--- config.mk ---
export PLATFORM = sky130hd
export DESIGN_NAME = usb_host_port_ctl
export DESIGN_NICKNAME = d
export VERILOG_FILES = /design/src/rtl/usb_host_port_ctl.sv
export SDC_FILE = /design/constraint.sdc
export NUM_CORES = 1
export LEC_CHECK = 0
export BUFFER_PORTS_ARGS = -buffer_cell sky130_fd_sc_hd__buf_2
export CAP_MARGIN = 20
export CELL_PAD_IN_SITES_DETAIL_PLACEMENT = 1
export CELL_PAD_IN_SITES_GLOBAL_PLACEMENT = 1
export CORE_MARGIN = 4
export CORE_UTILIZATION = 44
export DETAILED_ROUTE_END_ITERATION = 8
export PLACE_DENSITY_LB_ADDON = 0.1
export SYNTH_ARGS = -nofsm -noshare
export SYNTH_HDL_FRONTEND = slang
export SYNTH_SLANG_ARGS = --single-unit
--- constraint.sdc ---
create_clock -name clk -period 2.2 [get_ports clk]
set_input_delay 0.11 -clock clk [delete_from_list [all_inputs] [get_ports clk]]
set_output_delay 0.11 -clock clk [all_outputs]
set_load 0.02 [all_outputs]
--- src/rtl/usb_host_port_ctl.sv ---
module usb_host_port_ctl #(
  parameter int RESET_TICKS    = 10000,
  parameter int RESUME_TICKS   = 20000,
  parameter int DEBOUNCE_TICKS = 100,
  parameter int FRAME_TICKS    = 1000,
  parameter int N_PIPES        = 7
) (
  input  logic               clk,
  input  logic               rst_n,
  input  logic               tick,
  input  logic               line_dp,
  input  logic               line_dm,
  input  logic               vbus_on,
  input  logic               vbus_off,
  input  logic               sof_on,
  input  logic               sof_off,
  input  logic               bus_reset_cmd,
  input  logic               clr_conn,
  input  logic               clr_disc,
  input  logic               clr_rst,
  input  logic               clr_wake,
  output logic               vbus_req,
  output logic               connected,
  output logic               sof_en,
  output logic               suspended,
  output logic               drive_reset,
  output logic               drive_resume,
  output logic               sof_strobe,
  output logic [N_PIPES-1:0] pipe_kill,
  output logic               irq_conn,
  output logic               irq_disc,
  output logic               irq_rst,
  output logic               irq_wake
);

  localparam int TMAX = (RESET_TICKS > RESUME_TICKS) ? RESET_TICKS : RESUME_TICKS;
  localparam int TW   = $clog2(TMAX + 1);
  localparam int DW   = $clog2(DEBOUNCE_TICKS + 1);
  localparam int FW   = $clog2(FRAME_TICKS + 1);
  localparam logic [TW-1:0] RST_LAST = TW'(RESET_TICKS - 1);
  localparam logic [TW-1:0] RSM_LAST = TW'(RESUME_TICKS - 1);
  localparam logic [DW-1:0] DB_LAST  = DW'(DEBOUNCE_TICKS - 1);
  localparam logic [FW-1:0] FR_LAST  = FW'(FRAME_TICKS - 1);

  typedef enum logic [1:0] {ST_IDLE, ST_RESET, ST_RESUME} bus_st_t;

  bus_st_t       st;
  logic [TW-1:0] tmr;
  logic          from_susp;
  logic [DW-1:0] db_cnt;
  logic [FW-1:0] fr_cnt;

  wire line_up  = line_dp | line_dm;
  wire idle     = (st == ST_IDLE);
  wire vbus_nxt = vbus_on | (vbus_req & ~vbus_off);
  wire rst_done = (st == ST_RESET)  && tick && (tmr == RST_LAST);
  wire rsm_done = (st == ST_RESUME) && tick && (tmr == RSM_LAST);
  wire db_look  = vbus_req && idle && tick;
  wire db_step  = db_look && (line_up != connected);
  wire db_hit   = db_step && (db_cnt == DB_LAST);
  wire ev_conn  = db_hit && line_up;
  wire ev_disc  = db_hit && !line_up;
  wire ev_wake  = rst_done && from_susp;
  wire fr_run   = sof_en && idle;

  assign suspended    = ~sof_en;
  assign drive_reset  = (st == ST_RESET);
  assign drive_resume = (st == ST_RESUME);

  always_ff @(posedge clk or negedge rst_n) begin
    if (!rst_n) begin
      st        <= ST_IDLE;
      tmr       <= '0;
      from_susp <= 1'b0;
    end else begin
      case (st)
        ST_IDLE: if (bus_reset_cmd) begin
          st        <= ST_RESET;
          tmr       <= '0;
          from_susp <= ~sof_en;
        end
        ST_RESET: if (rst_done) begin
          st  <= from_susp ? ST_RESUME : ST_IDLE;
          tmr <= '0;
        end else if (tick) tmr <= tmr + 1'b1;
        ST_RESUME: if (rsm_done) begin
          st  <= ST_IDLE;
          tmr <= '0;
        end else if (tick) tmr <= tmr + 1'b1;
        default: st <= ST_IDLE;
      endcase
    end
  end

  always_ff @(posedge clk or negedge rst_n) begin
    if (!rst_n) begin
      vbus_req  <= 1'b0;
      connected <= 1'b0;
      db_cnt    <= '0;
    end else begin
      vbus_req <= vbus_nxt;
      if (!vbus_nxt) begin
        connected <= 1'b0;
        db_cnt    <= '0;
      end else if (db_hit) begin
        connected <= line_up;
        db_cnt    <= '0;
      end else if (db_step) begin
        db_cnt <= db_cnt + 1'b1;
      end else if (db_look) begin
        db_cnt <= '0;
      end
    end
  end

  always_ff @(posedge clk or negedge rst_n) begin
    if (!rst_n) begin
      sof_en     <= 1'b0;
      fr_cnt     <= '0;
      sof_strobe <= 1'b0;
      pipe_kill  <= '0;
    end else begin
      if (ev_wake || sof_on) sof_en <= 1'b1;
      else if (sof_off)      sof_en <= 1'b0;
      if (!fr_run)   fr_cnt <= '0;
      else if (tick) fr_cnt <= (fr_cnt == FR_LAST) ? '0 : fr_cnt + 1'b1;
      sof_strobe <= fr_run && tick && (fr_cnt == '0);
      pipe_kill  <= {N_PIPES{rst_done}};
    end
  end

  always_ff @(posedge clk or negedge rst_n) begin
    if (!rst_n) begin
      irq_conn <= 1'b0;
      irq_disc <= 1'b0;
      irq_rst  <= 1'b0;
      irq_wake <= 1'b0;
    end else begin
      irq_conn <= ev_conn  | (irq_conn & ~clr_conn);
      irq_disc <= ev_disc  | (irq_disc & ~clr_disc);
      irq_rst  <= rst_done | (irq_rst  & ~clr_rst);
      irq_wake <= ev_wake  | (irq_wake & ~clr_wake);
    end
  end

endmodule

# Word-level counts from Yosys, hierarchy flattened
# Cells that the tools add are included.
totals:
  reg_bits: 44
  inputBits: 14
  out_inout_bits: 18
  word_cells: 91
op_classes:
  add_sub_neg: 3
  eq_ne: 13
  n_mux: 21
  bitwise_logic: 17
  n_reduce_logical: 23
ops:
  columns: ["op", "count"]
  rows:
  - ["$mux W15", 4]
  - ["$pmux W15 S3", 1]
  - ["$mux W10", 3]
  - ["$mux W7", 4]
  - ["$add A15 B1 Y15 const B", 1]
  - ["$eq A15 B14 Y1 const B", 1]
  - ["$eq A15 B15 Y1 const B", 1]
  - ["$logic_and A1 B1 Y1", 14]
  - ["$add A10 B1 Y10 const B", 1]
  - ["$eq A10 B10 Y1 const B", 1]
  - ["$logic_not A10 Y1", 1]
  - ["$mux W2", 4]
  - ["$add A7 B1 Y7 const B", 1]
  - ["$eq A7 B7 Y1 const B", 1]
  - ["$ne A2 B1 Y1 const B", 3]
  - ["$not A1 Y1", 6]
  - ["$or A1 B1 Y1", 6]
  - ["$pmux W2 S3", 1]
  - ["$and A1 B1 Y1", 5]
  - ["$mux W1", 4]
  - ["$ne A2 B2 Y1 const B", 2]
  - ["$ne A4 B1 Y1 const B", 1]
  - ["$reduce_and A2 Y1", 2]
  - ["$reduce_and A3 Y1", 1]
  - ["other kinds (8)", 8]

# Longest topological paths before layout
# Gate-level depths: netlist (run 1).
logic_depth:
  word_depth: 7
  depth_mapped: 9
  mapped_depth_nobuf: 7

# Worst setup path before layout (run 1)
# No wires, ideal clock.
synth_path:
  path_kind: "register -> register"
  startpoint: "reg tmr[0]"
  endpoint: "reg st[0]"
  setup_ps: 125
  arrival_time_ps: 1772
  required_ps: 2075
  slack_ps: 303
  stages_incl_launch_ff: 7
  path_buffers: 0
  synth_period_minus_slack_ps: 1897
  cell_sequence: "dfrtp_1 ha_1 nor4b_4 nand4_1 a21bo_2 a21oi_1 mux2_2"
synth_between:
  elab_chain_cells: 4
  word_cells_on_any_way: 7
  cone_classes: "eq/ne: 4; reduce/logical: 3"
synth_lines:
  columns: ["element", "line_no", "text"]
  rows:
  - ["start: declaration", "48", "logic [TW-1:0] tmr;"]
  - ["start signal: assignment", "85", "end else if (tick) tmr <= tmr + 1'b1;"]
  - ["start signal: assignment", "89", "end else if (tick) tmr <= tmr + 1'b1;"]
  - ["$eq A15 B15 Y1 or $eq A15 B14 Y1 (tied branches)", "57, 56", null]
  - ["$logic_and A1 B1 Y1, on equally long branches", "57, 56", null]
  - ["$ne A2 B1 Y1 (no source line)", null, null]
  - ["$reduce_and A3 Y1 (no source line) *", null, null]
  - ["end signal: assignment", "83", "st <= from_susp ? ST_RESUME : ST_IDLE;"]
  - ["end: declaration", "47", "bus_st_t st;"]
# Mark *: on every way between the ends. The rest lies on a longest branch, timed or not.
# A chain may end at the register's enable or synchronous reset.

# Worst setup path in the final report (run 1)
layout_path:
  startpoint: "reg st[1]"
  endpoint: "reg tmr[5]"
layout_between:
  elab_chain_cells: 5
  word_cells_on_any_way: 13
  cone_classes: "eq/ne: 3; mux: 3; reduce/logical: 7"
layout_lines:
  columns: ["element", "line_no", "text"]
  rows:
  - ["$eq A2 B2 Y1 or $eq A2 B1 Y1 (tied branches)", "57, 76, 56", null]
  - ["$logic_and A1 B1 Y1, on equally long branches (2 in a row)", "57, 56", null]
  - ["$mux W15, on equally long branches", "86, 82", null]
  - ["$pmux W15 S3", "76", "case (st)"]
# Several ways; a longest one is shown, not always the timed one.

==> impl_metrics.env, run 1 <==
export IMPL_status="finished clean"
export IMPL_antenna_left=0
export IMPL_start_util_pct=45.37
export IMPL_first_global_vias=2251
export IMPL_gp_congestion=0.8172
export IMPL_reg2regPathDepth=6
export IMPL_rows=27
export IMPL_final_max_slew_violation_count=0
export IMPL_setup_violations=0
export IMPL_grt_start_max_net_pins=24
export IMPL_p_per_area_nw_per_um2=775.1
export IMPL_drtIter0Drc=57
export IMPL_maxCapViolations=0
export IMPL_cp_end_kind="flip-flop"
export IMPL_io_pins=32
export IMPL_die_w_um=83.59
export IMPL_die_h_um=83.59
export IMPL_hpwl_um=4521
export IMPL_yosysWarningCount=0
export IMPL_grt_util_met3_pct=4.245
export IMPL_startpoint_type="flip-flop"
export IMPL_r2r_slack_ns=0.20
export IMPL_hold_viol_final=0
export IMPL_cts_path_max_buffers=2
export IMPL_portBuffers=31
export IMPL_synth_distinct_cells=54
export IMPL_syn_instance_count=266
export IMPL_met1_usage_pct=25.17
export IMPL_yosysTopAreaCell="dfrtp_1"
export IMPL_wire_per_inst_um=16.68
export IMPL_cts_root_buf="clkbuf_8"
export IMPL_synth_area_um2=2514
export IMPL_clock_sinks=44
export IMPL_cts_made_buffers=5
export IMPL_path_class="reg2reg"
export IMPL_gr_total_overflow=0
export IMPL_grt_use_met2_pct=32.54
export IMPL_antenna_found_initial=0
export IMPL_crit_path_end="tmr[5]$_DFFE_PN0P_"
export IMPL_dpl_instance_area_um2=2758
export IMPL_min_path_type="in2reg"
export IMPL_vias=2114
export IMPL_rsz0062_at_grt="false"
export IMPL_async_flop_share_pct=100.0
export IMPL_post_cts_buffers=0
export IMPL_viasPerCell=5.593
export IMPL_fin_area_um2=2934
export IMPL_worstReg2RegStart="st[1]$_DFFE_PN0P_"
export IMPL_critPathLaunch="st[1]$_DFFE_PN0P_"
export IMPL_path_max_fanout=8
export IMPL_fin_nets=328
export IMPL_cts_clk_slew_worst_paths_ns=0.09
export IMPL_slew_headroom_pct=67.80
export IMPL_synth_edf_count=0
export IMPL_drive_gt1_share_pct=21.24
export IMPL_power_leakage_nw=1.373
export IMPL_top_usage_layer="met2"
export IMPL_fin_worst_skew_ns=0.01500
export IMPL_hold_ws_ns=0.01384
export IMPL_crit_required_ns=2.43
export IMPL_coreArea_um2=5540
export IMPL_synth_top_cells_by_count="dfrtp_1 (44), o21ai_0 (32), nand2_1 (28), inv_1 (15), nor2_1 (13)"
export IMPL_final_setup_tns_ns=0
export IMPL_worstPathArrival_ns=2.23
export IMPL_groute_usage_overall_pct=19.26
export IMPL_clk_latency_ns=0.30
export IMPL_fmax_mhz=500.0
export IMPL_ys_ff_latch=44
export IMPL_ir_drop_mv=0.3585
export IMPL_drt_pass1_iterations=4
export IMPL_yosysMostFrequentCell="dfrtp_1"
export IMPL_worst_slew_pin_transition_ns=0.4818
export IMPL_synth_top_cell_area_share_pct=43.80
export IMPL_die_area_um2=6986
export IMPL_crit_reg2reg_capture="tmr[5]$_DFFE_PN0P_"
export IMPL_wl_um=6304
export IMPL_drc=0
export IMPL_period_share_pct=90.90
export IMPL_ys_flop_type="dfrtp_1"
export IMPL_layout_min_cycle_time_ns=2.000
export IMPL_cts_tree="built"
export IMPL_areaGrowthSynthToFinish_pct=16.72
export IMPL_avgSynthCellArea_um2=9.450
export IMPL_finalPower_mw=2.274
export IMPL_grt_pass1_wl_um=11050
export IMPL_cts_htree_levels=2
export IMPL_synth_area_leaders="dfrtp_1 (44%), o21ai_0 (6.4%), nand2_1 (4.2%)"
export IMPL_antennaDiodeCount=0
export IMPL_yosysSeqAreaShare_pct=43.80
export IMPL_synth_nets=288
[sequential cells by signal, summed over array words and instances, names as in the netlist, 2 cells and up]
register and cells:
db_cnt 7, st 2, tmr 15, fr_cnt 10
[power by group]
part	internal (mW)	switching, mW
Clock	0.447	0.287
Combinational	0.241	0.377
Sequential	0.863	0.0589
Total	1.55	0.723
[worst min-delay path by stage]
| stage | startpoint | to | cells after the start |
|---|---|---|---|
| 2_1_floorplan | rst_n | connected$_DFFE_PN0P_ | 0 |
| 3_3_place_gp | rst_n | db_cnt[6]$_DFFE_PN0P_ | 2 |
| 3_5_place_dp | rst_n | db_cnt[6]$_DFFE_PN0P_ | 2 |
| 4_1_cts | sof_off | sof_en$_DFFE_PN0P_ | 2 |
| 5_1_grt | sof_off | sof_en$_DFFE_PN0P_ | 2 |
| 6_report | sof_off | sof_en$_DFFE_PN0P_ | 2 |
[layout by cell type, fill, tap and decap left out, types with 8 or more instances in the layout]
master,count
buf_4,8
nor2_1,13
buf_2,31
dfrtp_1,44
o21ai_0,32
nand2_1,28
inv_1,15
a21oi_1,11
a21o_1,9
nand3_1,12
[kinds of logic after synthesis]
kind of cell	count (synthesis)	share of synthesized area, %
DFF	44	43.80
AOI/OAI and AO/OA	71	17.72
adders and majority gates	8	3.982
xor gates and xnor gates	8	2.788
buffers and inverters	25	4.678
muxes	3	1.294
and+or+nand+nor	107	25.73
[layer usage]
layer  routed length [um]  vias up  share of wire, %
met4                   80        0               1.3
met2                 2968       42                47
met5                    0        -                 0
met3                  271        8               4.3
met1                 2983     1026                47
li1                     -     1038                 -
[critical path, cell delays in order, from the launching register on]
cell and delay [ns]:
dfrtp_1 0.40, inv_1 0.13, ha_2 0.29, mux2_2 0.27
nand4_1 0.25, or3_1 0.42, a21oi_1 0.15
[final cells by class]
cell class                 count  area, um^2
fill                         634        2606
multi-input combinational    197        1303
sequential                    44        1101
timing repair buffer          43       255.2
tap                           72       90.09
clock buffer                   5       68.82
clock inverter                 2       60.06
inverter                      15       56.30
[per-stage QoR]
stage                     utilization (%)  cells  worst slack [ns]
after floorplan                         -    266            0.3033
after global placement              49.77    367            0.2282
after detailed placement            49.77    367           0.06456
after CTS                           52.82    378           0.01404
after global routing                52.96    378          0.001240
final                               52.96    378            0.2001
[repair_timing]
item / in CTS / in global routing
endpoints found under the hold margin: 47 / 0
gates resized for setup: 0 / 2
setup endpoints to repair: 0 / 8
hold buffers: 4 / 0
Power figures use the tool's default switching activity.
==> run 2, diff against run 1 <==
Settings changed: GPL_TIMING_DRIVEN from default to 0.
==> impl_metrics.env, run 2 (synthesis gave the netlist of run 1 again) <==
export IMPL_status="finished clean"
export IMPL_hpwl_um=4336
export IMPL_cts_root_buf="clkbuf_8"
export IMPL_reg_largest_list="tmr (15), fr_cnt (10), db_cnt (7)"
export IMPL_drt_pass1_iterations=4
export IMPL_antenna_left=0
export IMPL_die_w_um=83.59
export IMPL_period_share_pct=93.65
export IMPL_areaGrowthSynthToFinish_pct=17.77
export IMPL_rows=27
export IMPL_worstHoldStart="sof_on"
export IMPL_final_setup_tns_ns=0
export IMPL_hold_end="sof_en$_DFFE_PN0P_"
export IMPL_slew_headroom_pct=57.64
export IMPL_cp_end_kind="flip-flop"
export IMPL_cts_path_max_buffers=2
export IMPL_p_per_area_nw_per_um2=720.0
export IMPL_die_area_um2=6986
export IMPL_final_common_cell="dfrtp_1"
export IMPL_worstPathArrival_ns=2.31
export IMPL_crit_required_ns=2.45
export IMPL_drc=0
export IMPL_setup_violations=0
export IMPL_fin_worst_skew_ns=0.009465
export IMPL_path_max_fanout=10
export IMPL_fin_nets=332
export IMPL_fmax_mhz=485.4
export IMPL_startpoint_type="flip-flop"
export IMPL_power_leakage_nw=1.377
export IMPL_final_max_slew_violation_count=0
export IMPL_wire_per_inst_um=15.63
export IMPL_grt_start_max_net_pins=45
export IMPL_antennaDiodeCount=0
export IMPL_vias=2111
export IMPL_r2r_slack_ns=0.14
export IMPL_grt_pass1_wl_um=10350
export IMPL_hold_depth=3
export IMPL_top_layer_used="met4"
export IMPL_crit_reg2reg_capture="db_cnt[4]$_DFFE_PN0P_"
export IMPL_layout_min_cycle_time_ns=2.060
export IMPL_first_global_vias=2153
export IMPL_start_util_pct=45.37
export IMPL_min_path_type="in2reg"
export IMPL_cts_clk_slew_worst_paths_ns=0.09
export IMPL_largest_reg_flops=15
export IMPL_rsz0062_at_grt="false"
export IMPL_crit_chain="inv_1, ha_1, buf_2, and3_1, nand3_1, or3_4, nor3b_1, a21o_1"
export IMPL_cp_slowest_cell="or3_4"
export IMPL_cts_htree_levels=2
export IMPL_cts_tree="built"
export IMPL_clock_sinks=44
export IMPL_dr_wl_met2_um=2691
export IMPL_maxCapViolations=0
export IMPL_viasPerCell=5.512
export IMPL_path_class="reg2reg"
export IMPL_coreArea_um2=5540
export IMPL_hold_ws_ns=0.02702
export IMPL_antenna_found_initial=0
export IMPL_top_register="tmr"
export IMPL_finalPower_mw=2.131
export IMPL_ir_drop_mv=0.3224
export IMPL_drive_gt1_share_pct=21.86
export IMPL_groute_usage_overall_pct=18.05
export IMPL_portBuffers=31
export IMPL_drt_met1_wl_um=2955
export IMPL_clk_latency_ns=0.30
export IMPL_layout_common_cells="dfrtp_1 (42), buf_2 (32), o21ai_0 (30)"
export IMPL_worst_slew_pin_transition_ns=0.6178
export IMPL_route_met3_wl_um=231
export IMPL_cts_made_buffers=5
export IMPL_wl_um=5988
export IMPL_gp_congestion=0.7879
export IMPL_io_pins=32
export IMPL_worstReg2RegStart="st[1]$_DFFE_PN0P_"
export IMPL_reg2regPathDepth=8
export IMPL_drtIter0Drc=51
export IMPL_gr_total_overflow=0
export IMPL_hold_viol_final=0
export IMPL_max_stage_delay_ns=0.44
export IMPL_die_h_um=83.59
[run 2: cell type report]
| cell class | instances | area (um^2) |
|---|---|---|
| fillers | 653 | 2580 |
| multi-input cells | 197 | 1313 |
| flip-flops and latches | 44 | 1104 |
| repair buffers | 38 | 232.7 |
| well taps | 72 | 90.09 |
| clock buffers | 6 | 72.57 |
| plain buffers | 9 | 57.56 |
| inverters | 15 | 56.30 |
| clock inverters | 2 | 35.03 |
[run 2: how the worst max path moves through the flow]
stage                  startpoint                     to  slack, ns
2_1_floorplan  tmr[0]$_DFFE_PN0P_      st[0]$_DFFE_PN0P_       0.30
3_3_place_gp   tmr[0]$_DFFE_PN0P_      st[0]$_DFFE_PN0P_       0.07
3_5_place_dp   tmr[0]$_DFFE_PN0P_      st[0]$_DFFE_PN0P_       0.02
4_1_cts         st[1]$_DFFE_PN0P_  db_cnt[4]$_DFFE_PN0P_       0.04
5_1_grt         st[1]$_DFFE_PN0P_  db_cnt[4]$_DFFE_PN0P_       0.01
6_report        st[1]$_DFFE_PN0P_  db_cnt[4]$_DFFE_PN0P_       0.14
[run 2: worst max-delay path: cells and delay by family (launching register included)]
| family | cells | cell delay (ns) |
|---|---|---|
| AND/OR/NAND/NOR | 4 | 1.03 |
| flip-flops | 1 | 0.39 |
| buffers and inverters | 2 | 0.32 |
| adder cells (fa/ha/maj) | 1 | 0.15 |
| AO/OA/AOI/OAI | 1 | 0.11 |
[run 2: report_power, final]
group | internal, mW | switching [mW]
Sequential | 0.866 | 0.0623
Clock | 0.337 | 0.281
Combinational | 0.212 | 0.372
Total | 1.42 | 0.716
[run 2: what timing repair did]
action | CTS | global route
gates resized for setup | 2 | 5
buffers inserted | 1 | 0
endpoints found under the setup margin | 3 | 9
endpoints found under the hold margin | 4 | 18
hold buffers | 4 | 1
[run 2: routing by layer]
layer  vias to the layer above  GRT usage [%]
met3                         8          4.344
li1                       1043              -
met4                         0          6.871
met5                         -              0
met1                      1026          23.37
met2                        34          29.14
[run 2: stage by stage]
stage / cell area [um^2] / std cells / utilization (%) / setup slack [ns]
final: 2960 / 383 / 53.43 / 0.1396
after global routing: 2960 / 383 / 53.43 / 0.01006
after CTS: 2913 / 381 / 52.57 / 0.04342
after detailed placement: 2759 / 369 / 49.80 / 0.01898
after global placement: 2759 / 369 / 49.80 / 0.07443
after floorplan: 2514 / 266 / - / 0.3033
